==> src/rtl/psd_pkg.sv <==
package psd_pkg;

  // Strobes from the control to the datapath
  typedef struct packed {
    logic reload;   // load both counters and the select from the inputs
    logic tick;     // prescaler completes one cycle
  } psdStrobe_t;

  // Status from the datapath back to the control
  typedef struct packed {
    logic swallowBusy;  // swallow counter nonzero: prescaler runs at P+1
    logic mainLast;     // main counter at its final prescaler cycle
    logic smallMod;     // latched select: smaller base modulus
  } psdStatus_t;

endpackage

==> src/rtl/psd_loadcnt.sv <==
module psd_loadcnt #(
  parameter int W = 7
) (
  input  logic         clk,
  input  logic         rstN,
  input  logic         load,
  input  logic         dec,
  input  logic [W-1:0] loadVal,
  output logic [W-1:0] cnt
);

  always_ff @(posedge clk) begin
    if (!rstN) begin
      cnt <= '0;
    end else if (load) begin
      cnt <= loadVal;
    end else if (dec && (cnt != '0)) begin
      cnt <= cnt - W'(1);
    end
  end

  // with no strobe the count holds its value
  a_r7_hold_without_strobe: assert property (@(posedge clk) disable iff (!rstN)
    (!load && !dec) |=> $stable(cnt));

  // between loads the count never grows
  a_r4_no_wrap: assert property (@(posedge clk) disable iff (!rstN)
    (!load) |=> (cnt <= $past(cnt)));

endmodule

==> src/rtl/psd_dpath.sv <==
module psd_dpath
  import psd_pkg::*;
#(
  parameter int SWALLOW_W = 7,
  parameter int MAIN_W    = 11,
  localparam int SET_W    = SWALLOW_W + MAIN_W
) (
  input  logic             clk,
  input  logic             rstN,
  input  psdStrobe_t       strobe,
  input  logic             presSel,
  input  logic [SET_W-1:0] setting,
  output psdStatus_t       status
);

  logic [SWALLOW_W-1:0] swallowCnt;
  logic [MAIN_W-1:0]    mainCnt;
  logic                 selQ;
  logic                 swallowDec;

  assign swallowDec = strobe.tick && (swallowCnt != '0);

  psd_loadcnt #(.W(SWALLOW_W)) uSwallow (
    .clk     (clk),
    .rstN    (rstN),
    .load    (strobe.reload),
    .dec     (swallowDec),
    .loadVal (setting[SWALLOW_W-1:0]),
    .cnt     (swallowCnt)
  );

  psd_loadcnt #(.W(MAIN_W)) uMain (
    .clk     (clk),
    .rstN    (rstN),
    .load    (strobe.reload),
    .dec     (strobe.tick),
    .loadVal (setting[SET_W-1:SWALLOW_W]),
    .cnt     (mainCnt)
  );

  always_ff @(posedge clk) begin
    if (!rstN) begin
      selQ <= 1'b0;
    end else if (strobe.reload) begin
      selQ <= presSel;
    end
  end

  assign status.swallowBusy = (swallowCnt != '0);
  assign status.mainLast    = (mainCnt <= MAIN_W'(1));
  assign status.smallMod    = selQ;

  // the select is only taken at a reload
  a_r7_sel_held: assert property (@(posedge clk) disable iff (!rstN)
    (!strobe.reload) |=> $stable(selQ));

  // swallowing ends only at the end of a prescaler cycle
  a_r6_swallow_ends_on_tick: assert property (@(posedge clk) disable iff (!rstN)
    $fell(status.swallowBusy) |-> $past(strobe.tick));

endmodule

==> src/rtl/psd_ctrl.sv <==
module psd_ctrl
  import psd_pkg::*;
#(
  parameter int PRE_LO_LOG2 = 5,
  parameter int PRE_HI_LOG2 = 6,
  localparam int PCNT_W     = PRE_HI_LOG2 + 1
) (
  input  logic       clk,
  input  logic       rstN,
  input  psdStatus_t status,
  output psdStrobe_t strobe,
  output logic       divPulse
);

  logic [PCNT_W-1:0] preCnt;
  logic [PCNT_W-1:0] preBase;
  logic [PCNT_W-1:0] termVal;
  logic              armed;
  logic              periodEnd;

  assign preBase = status.smallMod ? (PCNT_W'(1) << PRE_LO_LOG2)
                                   : (PCNT_W'(1) << PRE_HI_LOG2);
  // last count of the current prescaler cycle: P-1, or P when swallowing
  assign termVal = preBase + PCNT_W'(status.swallowBusy) - PCNT_W'(1);

  assign strobe.tick   = armed && (preCnt == termVal);
  assign periodEnd     = strobe.tick && status.mainLast;
  assign strobe.reload = !armed || periodEnd;

  always_ff @(posedge clk) begin
    if (!rstN) begin
      preCnt   <= '0;
      armed    <= 1'b0;
      divPulse <= 1'b0;
    end else begin
      armed    <= 1'b1;
      divPulse <= periodEnd;
      if (strobe.reload || strobe.tick) begin
        preCnt <= '0;
      end else begin
        preCnt <= preCnt + PCNT_W'(1);
      end
    end
  end

  // the output pulse lasts a single cycle
  a_r5_single_cycle_pulse: assert property (@(posedge clk) disable iff (!rstN)
    divPulse |=> !divPulse);

  // the prescaler count stays within the active modulus
  a_r4_prescaler_bound: assert property (@(posedge clk) disable iff (!rstN)
    armed |-> (preCnt <= termVal));

  // a pulse follows only the final main-counter cycle
  a_r4_pulse_after_last: assert property (@(posedge clk) disable iff (!rstN)
    divPulse |-> $past(status.mainLast));

endmodule

==> src/rtl/pulse_swallow_div.sv <==
module pulse_swallow_div
  import psd_pkg::*;
#(
  parameter int SWALLOW_W   = 7,
  parameter int MAIN_W      = 11,
  parameter int PRE_LO_LOG2 = 5,
  parameter int PRE_HI_LOG2 = 6,
  localparam int SET_W      = SWALLOW_W + MAIN_W
) (
  input  logic             clk,
  input  logic             rstN,
  input  logic             presSel,
  input  logic [SET_W-1:0] setting,
  output logic             divPulse,
  output logic             modCtl
);

  psdStrobe_t strobe;
  psdStatus_t status;

  psd_ctrl #(
    .PRE_LO_LOG2 (PRE_LO_LOG2),
    .PRE_HI_LOG2 (PRE_HI_LOG2)
  ) uCtrl (
    .clk      (clk),
    .rstN     (rstN),
    .status   (status),
    .strobe   (strobe),
    .divPulse (divPulse)
  );

  psd_dpath #(
    .SWALLOW_W (SWALLOW_W),
    .MAIN_W    (MAIN_W)
  ) uDpath (
    .clk     (clk),
    .rstN    (rstN),
    .strobe  (strobe),
    .presSel (presSel),
    .setting (setting),
    .status  (status)
  );

  assign modCtl = status.swallowBusy;

  // quiet outputs while reset is applied (checked once reset has been seen)
  always_ff @(posedge clk) begin
    if (!rstN) begin
      a_r1_reset_quiet: assert (!divPulse || $isunknown(divPulse));
    end
  end

endmodule

==> config.mk <==
export PLATFORM = sky130hd
export DESIGN_NAME = pulse_swallow_div
export DESIGN_NICKNAME = d
export VERILOG_FILES = /design/src/rtl/psd_pkg.sv /design/src/rtl/psd_loadcnt.sv /design/src/rtl/psd_dpath.sv /design/src/rtl/psd_ctrl.sv /design/src/rtl/pulse_swallow_div.sv
export SDC_FILE = /design/constraint.sdc
export NUM_CORES = 1
export LEC_CHECK = 0
export BUFFER_PORTS_ARGS = -buffer_cell sky130_fd_sc_hd__clkbuf_2
export CAP_MARGIN = 20
export CORE_ASPECT_RATIO = 0.7
export CORE_UTILIZATION = 55
export DETAILED_ROUTE_END_ITERATION = 10
export PLACE_DENSITY_LB_ADDON = 0.1
export SLEW_MARGIN = 20
export SYNTH_ARGS = -nofsm -noshare
export SYNTH_HDL_FRONTEND = slang
export SYNTH_SLANG_ARGS = --single-unit
==> constraint.sdc <==
create_clock -name clk -period 3.9 [get_ports clk]
set_input_delay 0.39 -clock clk [delete_from_list [all_inputs] [get_ports clk]]
set_output_delay 0.39 -clock clk [all_outputs]
set_load 0.02 [all_outputs]
==> results.ini, run 1 <==
[layout]
areaGrowthSynthToFinish_pct=12.3
post_route_cells_drive_above_1_share=0.177
mostFrequentLayoutCell=sky130_fd_sc_hd__dfxtp_1
antennaDiodeCount=0
finish.net_count=226
most-common-layout-cells=sky130_fd_sc_hd__dfxtp_1, sky130_fd_sc_hd__nor2_1, sky130_fd_sc_hd__clkbuf_2
post-route-cell-area_sq_um=1680

[logic_synthesis]
post_synth_edffs=0
post_synth.cell_area_avg_sq_um=8.46
netlist_instances=177
synth-seq-area-share=0.374
synthDominantCellAreaShare=0.374
netlist.top_cell.by_area=sky130_fd_sc_hd__dfxtp_1
postSynthNetCount=204
synth.distinct_cells=33
yosys_warnings=0
count_of_state_elements_after_synthesis=28
ys_async_sr_fraction=0
synth.area.top_cells=sky130_fd_sc_hd__dfxtp_1, sky130_fd_sc_hd__xnor2_1, sky130_fd_sc_hd__nor2_1
netlist_area_sq_um=1500
synthFlopType=sky130_fd_sc_hd__dfxtp_1

[floorplanning]
die_area_sq_um=2940
start_util=0.596
placeableCoreArea_sq_um=2510
die_outline_height_um=45.7
placementRows=15
pin_count=23
dieWidth_um=64.4

[power_and_ir_drop]
switchingPower_mw=0.203
internal_mw=0.468
p_per_area_nw_per_um2=400
peakVddDrop_mv=0.254
seq_power_share=0.483
comb_power_share=0.249
totalPowerFinal_mw=0.672
cellLeakagePower_nw=0.683
share_of_total_power_consumed_by_net_switching=0.303
share_clk_of_total_power=0.268

[drt]
vias_per_cell=5.50
drt_wl_total_um=2970
wire_per_inst_um=12.8
first_iter_violations=64
detailroute.via_count=1276
dr.pass1.iters=4
wl_met1_um=1370
met3_length_um=155
route.top_layer_used=met4
ant_nets=0
drc=0
route.met2.wl_um=1420

[clock_tree]
clock_tree.htree_level_count=1
post_cts_buffers=0
clk_pin_slew_ns=0.09
clk_root_buffer_cell=sky130_fd_sc_hd__clkbuf_8
tritoncts=built
postCtsHoldBufs=0
cts.sink_count=28
cts_buffers=3
cts-resized-gates=0
worstSkewPairLatency_ns=0.28
cts.path.max_buffers=2

[worst_hold_path]
timing.hold.worst.class=input pin to flip-flop

[sta]
final.setup.tns_ns=0
worst_clock_skew_ns=0.00369
final.hold.worst_slack_ns=0.337
final.min_clock_period_ns=3.42
fin_crit_sh=0.877
max_slew.worst_pin.slew_ns=0.411
finalSetupViolCount=0
max_slew_margin=0.718
setup_repair_after_global_routing_missed_its_margin=false
finalHoldViolations=0
final.setup.worst_slack_ns=0.479
report.final.slew_viol_count=0
fmax_mhz=292

[worst_setup_path]
cp-endpoint=uDpath.uSwallow.cnt[6]
required_ns=4.06
reg2reg_depth=11
source_of_the_critical_timing_path=uDpath.uSwallow.cnt[0]
r2r_end=uDpath.uSwallow.cnt[6]
worst-setup-path-type=flip-flop to flip-flop
arrival_time_reported_for_the_critical_path_endpoint_ns=3.59
worstPathMaxFanout=7
critical_path.endpoint_type=flip-flop
worstReg2RegStart=uDpath.uSwallow.cnt[0]
critical_path.startpoint_type=flip-flop
r2r_slack_ns=0.48

[placed_design]
place.gp.congestion=0.810
place_area_sq_um=1630
post-place-ws_ns=0.538
dp_hpwl_um=2180
port_buffers=22

[global_route]
grt_pass1_vias=1157
total_grt_usage=0.226
antenna_found_initial=0
largest_net_degree_at_the_start_of_global_routing=25
grt_pass1_wl_um=4990
overflow=0

[job]
cap_viol_max_count=0

[run_status]
outcome=completed

cell usage after synthesis (6+ instances only):
cell type,n
sky130_fd_sc_hd__xnor2_1,11
sky130_fd_sc_hd__xor2_1,8
sky130_fd_sc_hd__o21ai_1,12
sky130_fd_sc_hd__nand2_1,8
sky130_fd_sc_hd__inv_1,8
sky130_fd_sc_hd__nor4_1,6
sky130_fd_sc_hd__ha_1,6
sky130_fd_sc_hd__a21oi_1,12
sky130_fd_sc_hd__dfxtp_1,28
sky130_fd_sc_hd__nand3_1,6
sky130_fd_sc_hd__nor2_1,23
sequential cells by signal, summed over array words and instances (netlist names):
register,count
uCtrl.armed,1
uDpath.uSwallow.cnt,7
uDpath.selQ,1
uCtrl.preCnt,7
uDpath.uMain.cnt,11
uCtrl.divPulse,1
cell families (layout without fill, tap and decap cells):
kind of cell	Yosys count	count (layout)	share of synthesized area
muxes	6	6	0.0434
AOI/OAI and AO/OA	36	36	0.144
adders and majority gates	6	6	0.0501
DFF	28	28	0.374
xor gates and xnor gates	19	19	0.111
buffers and inverters	15	36	0.0460
and+or+nand+nor	67	67	0.231
power by group through the flow:
stage	Clock (mW)	Combinational, mW	Sequential (mW)
2_1_floorplan	0	0.131	0.326
3_3_place_gp	0	0.160	0.329
3_5_place_dp	0	0.165	0.330
4_1_cts	0.188	0.167	0.324
5_1_grt	0.197	0.187	0.328
6_report	0.180	0.167	0.324
metal layers:
| metal | track usage | vias to the layer above |
|---|---|---|
| met4 | 0.0667 | 0 |
| met3 | 0.0600 | 4 |
| met1 | 0.264 | 577 |
| met2 | 0.415 | 30 |
| li1 | - | 665 |
| met5 | 0 | - |
worst max-delay path, cell delays in order, from the launching register on:
cell	delay, ns
sky130_fd_sc_hd__dfxtp_1	0.32
sky130_fd_sc_hd__inv_1	0.09
sky130_fd_sc_hd__ha_1	0.17
sky130_fd_sc_hd__or3b_1	0.38
sky130_fd_sc_hd__or4_1	0.54
sky130_fd_sc_hd__ha_1	0.34
sky130_fd_sc_hd__xor2_1	0.15
sky130_fd_sc_hd__nor2_1	0.31
sky130_fd_sc_hd__nand4_1	0.34
sky130_fd_sc_hd__or4_1	0.51
sky130_fd_sc_hd__nand3_1	0.11
sky130_fd_sc_hd__a21oi_1	0.06
final cells by class:
type / instances / area [sq um]
Multi-Input combinational cell: 134 / 868
Inverter: 8 / 30.0
Tap cell: 34 / 42.5
Clock buffer: 4 / 55.1
Sequential cell: 28 / 561
Timing Repair Buffer: 24 / 125
Fill cell: 217 / 833
metrics by stage:
stage | util | cells
final | 0.669 | 232
after global routing | 0.669 | 232
after floorplan | - | 177
after global placement | 0.647 | 228
after detailed placement | 0.647 | 228
after CTS | 0.669 | 232
worst min path at each step:
stage	startpoint	endpoint	slack (ns)	cells past startpoint
floorplan	rstN	uCtrl.armed	0.42	0
detailed placement	uCtrl.armed	uCtrl.divPulse	0.45	2
finish	setting[1]	uDpath.uSwallow.cnt[1]	0.34	3
global placement	uCtrl.armed	uCtrl.divPulse	0.44	2
global route	setting[6]	uDpath.uSwallow.cnt[6]	0.35	3
CTS	setting[1]	uDpath.uSwallow.cnt[1]	0.33	3
Note: power is estimated with default switching activity, not from simulation.
==> run 2: changes to the inputs <==
--- a/config.mk
+++ b/config.mk
@@ -11,6 +11,7 @@
 export CORE_UTILIZATION = 55
 export DETAILED_ROUTE_END_ITERATION = 10
 export PLACE_DENSITY_LB_ADDON = 0.1
+export SETUP_SLACK_MARGIN = 0.5
 export SLEW_MARGIN = 20
 export SYNTH_ARGS = -nofsm -noshare
 export SYNTH_HDL_FRONTEND = slang
==> results.ini, run 2 (same netlist as run 1, synthesis figures left out) <==
[worst_setup_path]
required_ns=4.11  ; was 4.06 ns
reg2reg_depth=11  ; unchanged
critical_path.startpoint_type=flip-flop  ; unchanged
worstPathMaxFanout=24  ; was 7
r2r_slack_ns=0.66  ; was 0.48 ns
critical_path.endpoint_type=flip-flop  ; unchanged
r2r_end=uDpath.uSwallow.cnt[6]  ; unchanged
worstReg2RegStart=uDpath.uSwallow.cnt[0]  ; unchanged
source_of_the_critical_timing_path=uDpath.uSwallow.cnt[0]  ; unchanged
arrival_time_reported_for_the_critical_path_endpoint_ns=3.46  ; was 3.59 ns
worst-setup-path-type=flip-flop to flip-flop  ; unchanged

[sta]
finalSetupViolCount=0  ; unchanged
max_slew.worst_pin.slew_ns=0.431  ; was 0.411 ns
worst_clock_skew_ns=0.00412  ; was 0.00369 ns
final.setup.tns_ns=0  ; unchanged
report.final.slew_viol_count=0  ; unchanged
final.min_clock_period_ns=3.24  ; was 3.42 ns
finalHoldViolations=0  ; unchanged
setup_repair_after_global_routing_missed_its_margin=false  ; unchanged
fin_crit_sh=0.832  ; was 0.877
fmax_mhz=308  ; was 292 MHz
final.hold.worst_slack_ns=0.337  ; about the same
max_slew_margin=0.704  ; was 0.718

[drt]
first_iter_violations=70  ; was 64
wire_per_inst_um=12.9  ; was 12.8 um
dr.pass1.iters=4  ; unchanged
drt_wl_total_um=3010  ; was 2970 um
vias_per_cell=5.55  ; was 5.50
drc=0  ; unchanged
detailroute.via_count=1292  ; was 1276
ant_nets=0  ; unchanged

[clock_tree]
clk_root_buffer_cell=sky130_fd_sc_hd__clkbuf_8  ; unchanged
cts.sink_count=28  ; unchanged
worstSkewPairLatency_ns=0.28  ; about the same
tritoncts=built  ; unchanged
cts_buffers=3  ; unchanged
clk_pin_slew_ns=0.09  ; about the same
clock_tree.htree_level_count=1  ; unchanged
cts.path.max_buffers=2  ; unchanged
postCtsHoldBufs=0  ; unchanged

[layout]
areaGrowthSynthToFinish_pct=13.2  ; was 12.3%
post_route_cells_drive_above_1_share=0.191  ; was 0.177
mostFrequentLayoutCell=sky130_fd_sc_hd__dfxtp_1  ; unchanged
largest-register=uDpath.uMain.cnt  ; unchanged
biggestRegsByFlops=uDpath.uMain.cnt (11), uCtrl.preCnt (7), uDpath.uSwallow.cnt (7)  ; unchanged
final_core_utilization=0.674  ; was 0.669
largest_register_ffs=11  ; unchanged
most-common-layout-cells=sky130_fd_sc_hd__dfxtp_1, sky130_fd_sc_hd__nor2_1, sky130_fd_sc_hd__clkbuf_2  ; unchanged
antennaDiodeCount=0  ; unchanged
finish.net_count=227  ; was 226

[run_status]
outcome=completed  ; unchanged

[placed_design]
port_buffers=22  ; unchanged
dp_hpwl_um=2180  ; unchanged
place.gp.congestion=0.810  ; unchanged

[worst_hold_path]
timing.hold.worst.class=input pin to flip-flop  ; unchanged
min_delay_worst_endpoint=uDpath.uSwallow.cnt[1]  ; unchanged
holdCritStartpoint=setting[1]  ; unchanged
timing.hold.worst_path_depth=3  ; unchanged

[global_route]
overflow=0  ; unchanged
antenna_found_initial=0  ; unchanged
largest_net_degree_at_the_start_of_global_routing=25  ; unchanged
total_grt_usage=0.227  ; was 0.226
grt_pass1_wl_um=5030  ; was 4990 um
grt_pass1_vias=1168  ; was 1157

[floorplanning]
start_util=0.596  ; unchanged
die_area_sq_um=2940  ; unchanged
placeableCoreArea_sq_um=2510  ; unchanged
pin_count=23  ; unchanged
dieWidth_um=64.4  ; unchanged
placementRows=15  ; unchanged
die_outline_height_um=45.7  ; unchanged

[power_and_ir_drop]
p_per_area_nw_per_um2=400  ; about the same
cellLeakagePower_nw=0.690  ; was 0.683 nW
peakVddDrop_mv=0.252  ; was 0.254 mV

[job]
cap_viol_max_count=0  ; unchanged

-- run 2: cell types whose count changed in the layout (fill, tap and decap cells not counted), sizes merged --
cell  delta
buf      +1
-- run 2: how the worst max path moves through the flow --
stage / end / cells past startpoint / slack [ns]
2_1_floorplan: uDpath.uSwallow.cnt[5] / 13 / 0.74
3_3_place_gp: uDpath.uMain.cnt[0] / 11 / 0.66
3_5_place_dp: uDpath.uSwallow.cnt[5] / 11 / 0.54
4_1_cts: uDpath.uMain.cnt[0] / 11 / 0.54
5_1_grt: uDpath.selQ / 11 / 0.54
6_report: uDpath.uSwallow.cnt[6] / 11 / 0.66
-- run 2: layout make-up --
cell class | count | area (sq um)
sequential | 28 | 561
timing repair buffer | 25 | 133
inverter | 8 | 30.0
fill | 217 | 820
tap | 34 | 42.5
multi-input combinational | 134 | 875
clock buffer | 4 | 55.1
-- run 2: report_power, final --
group | switching [mW] | internal [mW]
clock | 0.0902 | 0.0905
combinational | 0.0974 | 0.0756
sequential | 0.0186 | 0.306
-- run 2: per-layer routing --
metal  vias to the layer above  GRT usage  part of all wire
met4                         0     0.0667            0.0077
met2                        30      0.419              0.48
met3                         4     0.0600             0.041
met1                       590      0.265              0.47
li1                        668          -                 -
met5                         -          0                 0
-- run 2: critical path: stages, from the launching register on --
cell and delay [ns]:
sky130_fd_sc_hd__dfxtp_1 0.32, sky130_fd_sc_hd__inv_1 0.08, sky130_fd_sc_hd__ha_1 0.17, sky130_fd_sc_hd__or3b_1 0.38, sky130_fd_sc_hd__or4_4 0.48, sky130_fd_sc_hd__ha_1 0.31, sky130_fd_sc_hd__xor2_1 0.16, sky130_fd_sc_hd__or2_1 0.30
sky130_fd_sc_hd__o41a_1 0.45, sky130_fd_sc_hd__buf_4 0.23, sky130_fd_sc_hd__nand2b_1 0.18, sky130_fd_sc_hd__a21oi_1 0.11
-- run 2: what timing repair did --
item | CTS | global route
endpoints found under the setup margin | 1 | 16
pin swaps | 1 | 0
gates resized for setup | 0 | 3
buffers inserted | 1 | 0
-- run 2: per-stage QoR --
stage          worst slack, ns  area [sq um]  total power [mW]  cells
2_1_floorplan            0.736          1500             0.457    177
6_report                 0.656          1700             0.678    233
5_1_grt                  0.540          1700             0.718    233
3_5_place_dp             0.538          1630             0.496    228
3_3_place_gp             0.664          1630             0.490    228
4_1_cts                  0.537          1690             0.682    233
